===== config.mk =====
export PLATFORM = sky130hd
export DESIGN_NAME = fpRound
export DESIGN_NICKNAME = d
export VERILOG_FILES = /design/src/rtl/fpRndPkg.sv /design/src/rtl/fpRndCtrl.sv /design/src/rtl/fpRndPath.sv /design/src/rtl/fpRound.sv
export SDC_FILE = /design/constraint.sdc
export NUM_CORES = 1
export LEC_CHECK = 0
export ABC_AREA = 0
export BUFFER_PORTS_ARGS = -buffer_cell sky130_fd_sc_hd__buf_2
export CORE_MARGIN = 2
export CORE_UTILIZATION = 45
export CTS_CLUSTER_DIAMETER = 30
export CTS_CLUSTER_SIZE = 24
export DETAILED_ROUTE_END_ITERATION = 6
export PLACE_DENSITY = 0.74
export SKIP_CTS_REPAIR_TIMING = 1
export SLEW_MARGIN = 20
export SYNTH_ARGS = -nofsm -noshare
export SYNTH_HDL_FRONTEND = slang
export SYNTH_SLANG_ARGS = --single-unit

===== constraint.sdc =====
create_clock -name clk -period 1 [get_ports clk]
set_input_delay 0.25 -clock clk [delete_from_list [all_inputs] [get_ports clk]]
set_output_delay 0.25 -clock clk [all_outputs]
set_load 0.01 [all_outputs]

===== src/rtl/fpRndPkg.sv =====
package fpRndPkg;

  // Strobes from the rounding decision logic to the datapath
  typedef struct packed {
    logic roundUp;   // add one unit in the last place
    logic renorm;    // increment carries out of the fraction
    logic saturate;  // final exponent is not finite
  } rndStrobes_t;

endpackage


===== src/rtl/fpRndCtrl.sv =====
module fpRndCtrl
  import fpRndPkg::*;
#(
  parameter int EXP_W = 5
) (
  input  logic             fracLsb,
  input  logic             fracAllOnes,
  input  logic             guardBit,
  input  logic             roundBit,
  input  logic             stickyBit,
  input  logic [EXP_W-1:0] expIn,
  output rndStrobes_t      strobes
);

  localparam logic [EXP_W-1:0] EXP_MAX  = '1;
  localparam logic [EXP_W-1:0] EXP_EDGE = EXP_MAX - 1'b1;

  logic aboveHalf;
  logic exactHalf;
  logic upNow;
  logic carryNow;

  always_comb begin
    aboveHalf = guardBit & (roundBit | stickyBit);
    exactHalf = guardBit & ~roundBit & ~stickyBit;
    upNow     = aboveHalf | (exactHalf & fracLsb);
    carryNow  = upNow & fracAllOnes;
    strobes.roundUp  = upNow;
    strobes.renorm   = carryNow;
    strobes.saturate = (expIn == EXP_MAX) | (carryNow & (expIn == EXP_EDGE));
  end

endmodule


===== src/rtl/fpRndPath.sv =====
module fpRndPath
  import fpRndPkg::*;
#(
  parameter int EXP_W  = 5,
  parameter int FRAC_W = 6
) (
  input  logic                      clk,
  input  logic                      rst_n,
  input  logic                      inValid,
  input  logic                      inSign,
  input  logic [EXP_W-1:0]          inExp,
  input  logic [FRAC_W-1:0]         inFrac,
  input  rndStrobes_t               strobes,
  output logic                      outValid,
  output logic [EXP_W+FRAC_W:0]     outWord,
  output logic                      outOverflow
);

  localparam int SIG_W = FRAC_W + 2;
  localparam int WORD_W = EXP_W + FRAC_W + 1;
  localparam logic [EXP_W-1:0] SAT_EXP = {{(EXP_W-1){1'b1}}, 1'b0};

  logic [SIG_W-1:0]  sigSum;
  logic [FRAC_W-1:0] fracRes;
  logic [EXP_W-1:0]  expRes;
  logic [WORD_W-1:0] wordNext;

  always_comb begin
    // significand with implied one, plus optional ulp
    sigSum = {1'b0, 1'b1, inFrac} + {{(SIG_W-1){1'b0}}, strobes.roundUp};
    if (strobes.renorm) begin
      fracRes = sigSum[FRAC_W:1];
      expRes  = inExp + 1'b1;
    end else begin
      fracRes = sigSum[FRAC_W-1:0];
      expRes  = inExp;
    end
    if (strobes.saturate) begin
      wordNext = {inSign, SAT_EXP, {FRAC_W{1'b1}}};
    end else begin
      wordNext = {inSign, expRes, fracRes};
    end
  end

  always_ff @(posedge clk or negedge rst_n) begin
    if (!rst_n) begin
      outValid    <= 1'b0;
      outWord     <= '0;
      outOverflow <= 1'b0;
    end else begin
      outValid <= inValid;
      if (inValid) begin
        outWord     <= wordNext;
        outOverflow <= strobes.saturate;
      end
    end
  end

endmodule


===== src/rtl/fpRound.sv =====
module fpRound
  import fpRndPkg::*;
#(
  parameter int EXP_W  = 5,
  parameter int FRAC_W = 6
) (
  input  logic                  clk,
  input  logic                  rst_n,
  input  logic                  inValid,
  input  logic                  inSign,
  input  logic [EXP_W-1:0]      inExp,
  input  logic [FRAC_W+2:0]     inFracExt,
  output logic                  outValid,
  output logic [EXP_W+FRAC_W:0] outWord,
  output logic                  outOverflow
);

  rndStrobes_t strobes;
  logic [FRAC_W-1:0] keptFrac;

  assign keptFrac = inFracExt[FRAC_W+2:3];

  fpRndCtrl #(.EXP_W(EXP_W)) u_ctrl (
    .fracLsb     (keptFrac[0]),
    .fracAllOnes (&keptFrac),
    .guardBit    (inFracExt[2]),
    .roundBit    (inFracExt[1]),
    .stickyBit   (inFracExt[0]),
    .expIn       (inExp),
    .strobes     (strobes)
  );

  fpRndPath #(.EXP_W(EXP_W), .FRAC_W(FRAC_W)) u_path (
    .clk         (clk),
    .rst_n       (rst_n),
    .inValid     (inValid),
    .inSign      (inSign),
    .inExp       (inExp),
    .inFrac      (keptFrac),
    .strobes     (strobes),
    .outValid    (outValid),
    .outWord     (outWord),
    .outOverflow (outOverflow)
  );

endmodule


==> run metrics, run 1 <==
flop2flop setup slack=0.15 ns; post-route setup TNS=-4.68 ns; Critical Path End Type=flip-flop; dpl hpwl=1750 um; max-slew violations=0; Synth Net Count=103; Syn Area/Cell=10.7 sq um; Fmax=714 MHz; PwrDens=1050 mW/mm^2; GPL Wtd Cong=0.781; final setup margin=-0.401 ns; CTS Buffer Depth=2; Initial Utilization=0.484; DR top layer=met4; H-tree level count=1; Worst Hold End=u_path.outWord[11]; synthesized area=855 sq um; EDFF count, synth=0; gr ovfl total=0; Clock Latency Late Sink=0.29 ns; clock transition at the registers of the reported paths=0.09 ns; CP max stage delay=0.39 ns; Vias=970; count of port buffers added during placement=31; I/O pin count=32; final net count=169; PnR Total Power=1630 uW; die area=0.00226 sq mm; failing checks=negative setup slack; CP required=1.17 ns; Total Routing Usage GR=0.221; met3 wire len=237 um; DRT met1 WL=1360 um; RSZ-0062 raised after global routing=true; met2 wire length=1790 um; worst endpoint data arrival time=1.57 ns; worst flop-to-flop path startpoint=u_path.outWord[5]; Layout area overhead=82.4%; Tmin final=1.40 ns; final wirelength=3490 um; Die Width=47.6 um; r2r endpoint=u_path.outWord[5]; Syn Inst Count=80; Clock Sinks=14; ratio of cells with drive above 1 in the final layout=0.669; Crit path top cell by count=ha_4; Die Height=47.6 um; routed len/inst=20.5 um; outcome=complete, but fails checks; Synth Register Bits=14; Max Cap Violations=0; post-synthesis sequential area ratio=0.410; Setup-failing EPs final=26; Synth Warn #=0; CP max FO=4; Primary FF master, synth=dfrtp_1; dpl cell area=0.00128 sq mm; vias in the first global route=834; Hold Vio Cnt, Final=0; Ant. Diodes=0; Synth async-reset ratio=1.00; global-route wire length before repair=3390 um; crit start category=input port; Cell variety after synth=31; antenna violations before repair=0; Final ANT Viol Nets=0; Via density=5.71; 1st-iter DRT viols=30; fin area=0.00156 sq mm; Clock Skews=0 ns; root buffer cell=clkbuf_4; Tightest Pin Transition=0.354 ns; fin crit share=1.40; CTS Buf Count=3; CP Class=input port to flip-flop; drc violations=0; Relative slew margins=0.762; Detailed Routing Iterations Pass 1=4; Min-Delay Path Depth=2; VDD IR max=941 uV; number of cells on the worst reg-to-reg path=2; placeable core region=0.00176 sq mm; Hold Crit Start=inSign; Lkg Pwr=0.000702 uW; largest net degree at the start of global routing=15; final hold slack=0.193 ns; CTS tree=yes; Critical-path top delay cell=o32a_4; min-delay worst type=input port to flip-flop; row cnt=15; CP Cell Sequence=buf_8 > ha_4 > and3_4 > ha_4 > and2b_2 > o21ai_4 > o32a_4
==> layer usage <==
metal,vias up,track usage
met5,-,0
li1,429,-
met1,463,0.226
met4,0,0.0649
met2,61,0.416
met3,17,0.0830
==> flip-flops by register name (all words and copies together), names as in the netlist <==
name                cells
u_path.outOverflow      1
u_path.outValid         1
u_path.outWord         12
==> cell type report <==
class | instances | area, sq um
Inverter | 4 | 17.5
Clock buffer | 4 | 36.3
Multi-Input combinational cell | 60 | 669
Tap cell | 25 | 31.3
Timing Repair Buffer | 63 | 454
Sequential cell | 14 | 350
Fill cell | 89 | 205
==> cell usage after synthesis (2+ instances only) <==
master    count  area, sq um
ha_1          5         62.6
o22a_1        3         26.3
xnor2_1       2         17.5
dfrtp_1      14          350
nor4_1        2         12.5
and3_1        3         18.8
nor2_1        9         33.8
a211oi_1      2         15.0
nand3_1       3         15.0
xor2_1        2         17.5
a21oi_1       6         30.0
inv_1         4         15.0
mux2i_1       6         60.1
or3_1         2         12.5
==> layout by cell type (no fill, tap or decap), types with 2 or more instances in the layout <==
cell	instances
a211oi_2	2
a21oi_1	3
a21oi_2	3
and3_4	3
buf_2	25
buf_4	27
buf_6	7
buf_8	2
clkbuf_4	4
dfrtp_1	14
ha_4	5
inv_1	2
mux2i_1	6
nor2_1	9
o22a_1	3
==> kinds of logic after synthesis <==
kind of cell             after synthesis  synth area share
multiplexers                           7            0.0835
AND/OR/NAND/NOR                       26             0.170
buffers and inverters                  6            0.0410
flip-flops                            14             0.410
XOR/XNOR                               4            0.0410
adder cells (fa/ha/maj)                5            0.0732
AO/OA/AOI/OAI                         18             0.182
==> worst max-delay path, delay by kind of cell <==
kind	cells	cell delay, ns
adder cells (fa/ha/maj)	2	0.31
AND/OR/NAND/NOR	2	0.43
AO/OA/AOI/OAI	2	0.48
buffers and inverters	1	0.10
==> report_power, final <==
part           leakage, uW  internal (uW)  total (uW)  switching (uW)
Clock            0.0000210            222         419             197
Sequential        0.000159            622         659            37.3
Combinational     0.000522            278         551             273
Total             0.000702           1120        1630             508
==> how the worst max path moves through the flow <==
stage / start / endpoint
finish: inExp[1] / u_path.outWord[5]
global route: inFracExt[3] / u_path.outWord[10]
CTS: inFracExt[3] / u_path.outWord[4]
detailed placement: inFracExt[3] / u_path.outWord[4]
global placement: inFracExt[3] / u_path.outWord[4]
floorplan: inFracExt[3] / u_path.outWord[5]
==> stage by stage <==
step           setup slack [ns]   util  instances
4_1_cts                  -0.410  0.748        162
5_1_grt                  -0.434  0.884        170
2_1_floorplan            -0.523      -         80
3_5_place_dp             -0.711  0.727        158
6_report                 -0.401  0.884        170
3_3_place_gp             -0.633  0.727        158
(Power assumes the default switching activity.)
==> run 2, diff against run 1 <==
--- a/config.mk
+++ b/config.mk
@@ -8,11 +8,11 @@
 export ABC_AREA = 0
 export BUFFER_PORTS_ARGS = -buffer_cell sky130_fd_sc_hd__buf_2
 export CORE_MARGIN = 2
-export CORE_UTILIZATION = 45
+export CORE_UTILIZATION = 47
 export CTS_CLUSTER_DIAMETER = 30
 export CTS_CLUSTER_SIZE = 24
 export DETAILED_ROUTE_END_ITERATION = 6
-export PLACE_DENSITY = 0.74
+export PLACE_DENSITY = 0.77
 export SKIP_CTS_REPAIR_TIMING = 1
 export SLEW_MARGIN = 20
 export SYNTH_ARGS = -nofsm -noshare
==> run 2 against run 1 <==
  * The flow still finishes with violations (negative setup slack)
  * First-iteration DRC count down 60%
  * Clock skew unchanged
  * Non-clock buffer count up 1
  * Critical path depth up 2
  * Sequential share of layout area up 1.2 points
  * Utilization down 2.5 points
  * Setup slack worse by 0.0044 ns
  * Clock power down 2%
==> run metrics, run 2 (same netlist as run 1, synthesis figures left out) <==
outcome=complete, but fails checks; failing checks=negative setup slack; min-delay worst type=input port to flip-flop; CP Launch Point=inFracExt[0]; max reg flops=12 (unchanged); worst flop-to-flop path startpoint=u_path.outWord[4]; DP Worst Slack=-0.770 ns (-0.0584 ns); Regs by FF count=u_path.outWord: 12 flops, u_path.outOverflow: 1 flops, u_path.outValid: 1 flops; final setup margin=-0.406 ns (-0.00444 ns); sequential share of power=0.416 (+0.011); H-tree level count=1 (unchanged); largest net degree at the start of global routing=15 (unchanged); placeable core region=0.00173 sq mm (-2.1%); CP Class=input port to flip-flop; clock transition at the registers of the reported paths=0.08 ns (about the same); antenna violations before repair=0 (unchanged); PwrDens=1050 mW/mm^2 (+0.63%); P_int=1110 uW (-0.99%); Sequential Area=350 sq um (unchanged); final net count=170 (+0.59%); Vias=875 (-9.8%); Lkg Pwr=0.000680 uW (-3.1%); gr ovfl total=0 (unchanged); VDD IR max=1010 uV (+7.6%); Comb power frac=0.321 (-0.017); drc violations=0 (unchanged); area of the multi-input gates=598 sq um (-11%); 1st-iter DRT viols=12 (-60%); global-route wire length before repair=3550 um (+4.5%); Clock Sinks=14 (unchanged); row cnt=15 (unchanged); Layout area overhead=73.5%; Psw=449 uW (-12%); Detailed Routing Iterations Pass 1=3 (-1); Clock Skews=0 ns (unchanged); crit start category=input port; Fillers=105 (+18%); CTS Buf Count=3 (unchanged); Sw Share=0.288 (-0.0238); CP max FO=4 (unchanged); Clock Latency Late Sink=0.29 ns (about the same); Tmin final=1.41 ns (+0.00444 ns); Via density=5.12 (-10%); Clk pwr share=0.263 (+0.006); Tightest Pin Transition=0.357 ns (+0.00340 ns); Hold Crit Start=inSign; Initial Utilization=0.495 (+0.0105); RSZ-0062 raised after global routing=true; Total Routing Usage GR=0.240 (+0.0188); Final ANT Viol Nets=0 (unchanged); count of port buffers added during placement=31 (unchanged); Die Height=46.6 um (-2.0%); fin crit share=1.41 (+0.00444); Fmax=711 MHz (-0.32%); max-slew violations=0 (unchanged); CP required=1.17 ns (about the same); Die Width=46.6 um (-2.0%); commonest non-fill, non-tap cell in the layout=buf_4; Relative slew margins=0.760 (-0.00176); die area=0.00218 sq mm (-3.9%); final wirelength=2510 um (-28%); dpl hpwl=1850 um (+5.6%); CTS Buffer Depth=2 (unchanged); GPL Wtd Cong=0.805 (+3.1%); root buffer cell=clkbuf_4; Final Core Density=0.859 (-0.0250); Ant. Diodes=0 (unchanged); vias in the first global route=843 (+1.1%); Reg with most FFs=u_path.outWord; I/O pin count=32 (unchanged); dpl cell area=0.00129 sq mm (+0.59%); Hold Vio Cnt, Final=0 (unchanged); routed len/inst=14.7 um (-28%); fin area=0.00148 sq mm (-4.9%); Max Cap Violations=0 (unchanged); ratio of cells with drive above 1 in the final layout=0.630 (-0.0388); most frequent cells in the layout=29 x buf_4, 26 x buf_2, 14 x dfrtp_1; Critical Path End Type=flip-flop; CTS tree=yes; worst endpoint data arrival time=1.58 ns (about the same); Setup-failing EPs final=26 (unchanged)
==> run 2: metal layers <==
layer / global-route usage / vias up / part of all wire
met5: 0 / - / 0
met4: 0.100 / 0 / 0.034
met3: 0.0745 / 9 / 0.038
met2: 0.447 / 25 / 0.51
met1: 0.242 / 414 / 0.41
li1: - / 427 / -
==> run 2: power groups by stage <==
stage | sequential, uW | clock, uW | combinational (uW)
2_1_floorplan | 689 | 0 | 154
3_3_place_gp | 658 | 0 | 394
3_5_place_dp | 662 | 0 | 412
4_1_cts | 650 | 411 | 413
5_1_grt | 655 | 434 | 544
6_report | 649 | 410 | 500
==> run 2: path summary, 6_finish.rpt <==
kind / slack [ns] / to / cells past startpoint
min reg2reg: 0.51 / u_path.outWord[2] / 1
min: 0.21 / u_path.outWord[11] / 2
max reg2reg: 0.17 / u_path.outWord[4] / 2
min in group asynchronous: 0.37 / u_path.outWord[11] / 2
max in group asynchronous: 0.40 / u_path.outWord[9] / 2
max: -0.41 / u_path.outWord[4] / 9
==> run 2: critical path, cell delays in order <==
cell	delay, ns
buf_6	0.10
o31ai_4	0.27
inv_2	0.07
ha_4	0.17
ha_4	0.17
nand3_2	0.06
xor2_1	0.16
mux2i_1	0.12
o22a_1	0.21
==> run 2: final cells by class <==
type                       instances  area share
multi-input combinational         60       0.403
timing repair buffer              64       0.305
sequential                        14       0.236
clock buffer                       4      0.0245
tap                               25      0.0211
inverter                           4      0.0101
==> run 2: through the flow <==
| step | power (uW) | hold slack (ns) | setup TNS (ns) | std cells |
|---|---|---|---|---|
| 2_1_floorplan | 843 | -0.0456 | -4.17 | 80 |
| 6_report | 1560 | 0.208 | -3.86 | 171 |
| 5_1_grt | 1630 | 0.217 | -4.72 | 171 |
| 3_3_place_gp | 1050 | 0.151 | -6.61 | 159 |
| 4_1_cts | 1470 | -0.160 | -4.39 | 163 |
| 3_5_place_dp | 1070 | 0.153 | -7.18 | 159 |
==> run 3, diff against run 2 <==
--- a/config.mk
+++ b/config.mk
@@ -12,7 +12,8 @@
 export CTS_CLUSTER_DIAMETER = 30
 export CTS_CLUSTER_SIZE = 24
 export DETAILED_ROUTE_END_ITERATION = 6
-export PLACE_DENSITY = 0.77
+export PLACE_DENSITY = 0.81
+export RECOVER_POWER = 100
 export SKIP_CTS_REPAIR_TIMING = 1
 export SLEW_MARGIN = 20
 export SYNTH_ARGS = -nofsm -noshare
==> run 3 against run 2 <==
  * Critical path depth unchanged
  * Highest routed layer unchanged
  * Power shrank 0.52%
  * Via count increased by 0.80%
  * The run still ends with negative setup slack left
  * Utilization rose by 2.3 points
  * Sequential power increased by 0.6%
  * Routed wire length grew 1.2%
  * Critical endpoint unchanged
==> run metrics, run 3 (same netlist as run 1, synthesis figures left out) <==
clock transition at the registers of the reported paths=0.09 ns (about the same); Setup-failing EPs final=27 (+3.8%); dpl hpwl=1620 um (-12%); Regs by FF count=u_path.outWord: 12 flops, u_path.outOverflow: 1 flops, u_path.outValid: 1 flops; row cnt=15 (unchanged); failing checks=negative setup slack; RSZ-0062 raised after global routing=true; largest net degree at the start of global routing=15 (unchanged); Clock Skews=0 ns (unchanged); met2 Track Usage GR=0.364 (-0.0833); Die Width=46.6 um (unchanged); Final ANT Viol Nets=0 (unchanged); CP required=1.17 ns (about the same); antenna violations before repair=0 (unchanged); met1 GRT Util=0.224 (-0.0184); Clock Sinks=14 (unchanged); Detailed Routing Iterations Pass 1=4 (+1); Fillers=81 (-23%); final setup margin=-0.381 ns (+0.0249 ns); count of port buffers added during placement=31 (unchanged); die area=0.00218 sq mm (unchanged); vias in the first global route=811 (-3.8%); Layout area overhead=78.2%; I/O pin count=32 (unchanged); met3 Usage GRT=0.0471 (-0.0275); Lkg Pwr=0.000688 uW (+1.1%); 1st-iter DRT viols=6 (-6); Tightest Pin Transition=0.596 ns (+0.239 ns); Clock Latency Late Sink=0.28 ns (about the same); Vias=882 (+0.80%); CTS tree=yes; VDD IR max=1440 uV (+42%); final hold slack=0.208 ns (-0.000210 ns); Max Cap Violations=0 (unchanged); placeable core region=0.00173 sq mm (unchanged); area of the multi-input gates=633 sq um (+5.9%); Relative slew margins=0.602 (-0.157); ratio of cells with drive above 1 in the final layout=0.653 (+0.0226); root buffer cell=clkbuf_4; global-route wire length before repair=3070 um (-13%); fin crit share=1.38 (-0.0249); CP max FO=3 (-1); outcome=complete, but fails checks; Via density=5.22 (+2.0%); DP Worst Slack=-0.679 ns (+0.0902 ns); max reg flops=12 (unchanged); Initial Utilization=0.495 (unchanged); max-slew violations=0 (unchanged); Reg with most FFs=u_path.outWord; fin area=0.00152 sq mm (+2.7%); Fmax=724 MHz (+1.8%); PwrDens=1020 mW/mm^2 (-3.1%); CP Class=input port to flip-flop; CTS Buf Count=3 (unchanged); final wirelength=2540 um (+1.2%); drc violations=0 (unchanged); dpl cell area=0.00128 sq mm (-0.58%); H-tree level count=1 (unchanged); min-delay worst type=input port to flip-flop; Layout Cells excl Fill=169 (-1.2%); CTS Buffer Depth=2 (unchanged); Sequential Area=350 sq um (unchanged); crit start category=input port; Total Routing Usage GR=0.197 (-0.0430); gr ovfl total=0 (unchanged); post-route setup TNS=-3.92 ns (-0.0641 ns); most frequent cells in the layout=23 x buf_2, 23 x buf_4, 14 x dfrtp_1; Ant. Diodes=0 (unchanged); Placed Instances=158 (-0.63%); Tmin final=1.38 ns (-0.0249 ns); final net count=168 (-1.2%); Die Height=46.6 um (unchanged); Critical Path End Type=flip-flop; GRT Max-Usage Layer=met2; GPL Wtd Cong=0.814 (+1.2%); routed len/inst=15.0 um (+2.4%); Hold Vio Cnt, Final=0 (unchanged); worst endpoint data arrival time=1.55 ns (-0.03 ns)
[run 3: final timing paths]
path	from	to	slack, ns	depth (start not counted)
setup / recovery	inFracExt[0]	u_path.outWord[4]	-0.38	9
hold / removal	inSign	u_path.outWord[11]	0.21	2
setup reg to reg	u_path.outWord[6]	u_path.outWord[6]	0.20	3
hold reg to reg	u_path.outWord[5]	u_path.outWord[5]	0.51	1
max in group asynchronous	rst_n	u_path.outWord[3]	0.34	2
min in group asynchronous	rst_n	u_path.outWord[8]	0.40	2
[run 3: through the flow]
stage,util,power (uW)
floorplan,-,843
global placement,0.743,1050
detailed placement,0.743,1060
CTS,0.764,1460
global route,0.882,1630
finish,0.882,1550
[run 3: power breakdown]
| part | total (uW) | switching (uW) | internal [uW] |
|---|---|---|---|
| Clock | 403 | 182 | 221 |
| Sequential | 653 | 30.6 | 622 |
| Combinational | 496 | 235 | 261 |
[run 3: final cells by class]
class,count,area share
tap,25,0.0205
inverter,4,0.00986
timing repair buffer,62,0.300
sequential,14,0.230
multi-input combinational,60,0.416
clock buffer,4,0.0238
[run 3: critical path, stage by stage]
cell     delay (ns)
buf_6          0.10
o31ai_4        0.27
inv_2          0.07
ha_4           0.17
ha_4           0.16
nand3_2        0.06
xor2_1         0.18
mux2i_1        0.10
o22a_1         0.18
[run 3: layer usage]
| metal | part of all wire | vias to the layer above |
|---|---|---|
| li1 | - | 423 |
| met1 | 0.42 | 423 |
| met2 | 0.53 | 32 |
| met3 | 0.033 | 4 |
| met4 | 0.013 | 0 |
| met5 | 0 | - |
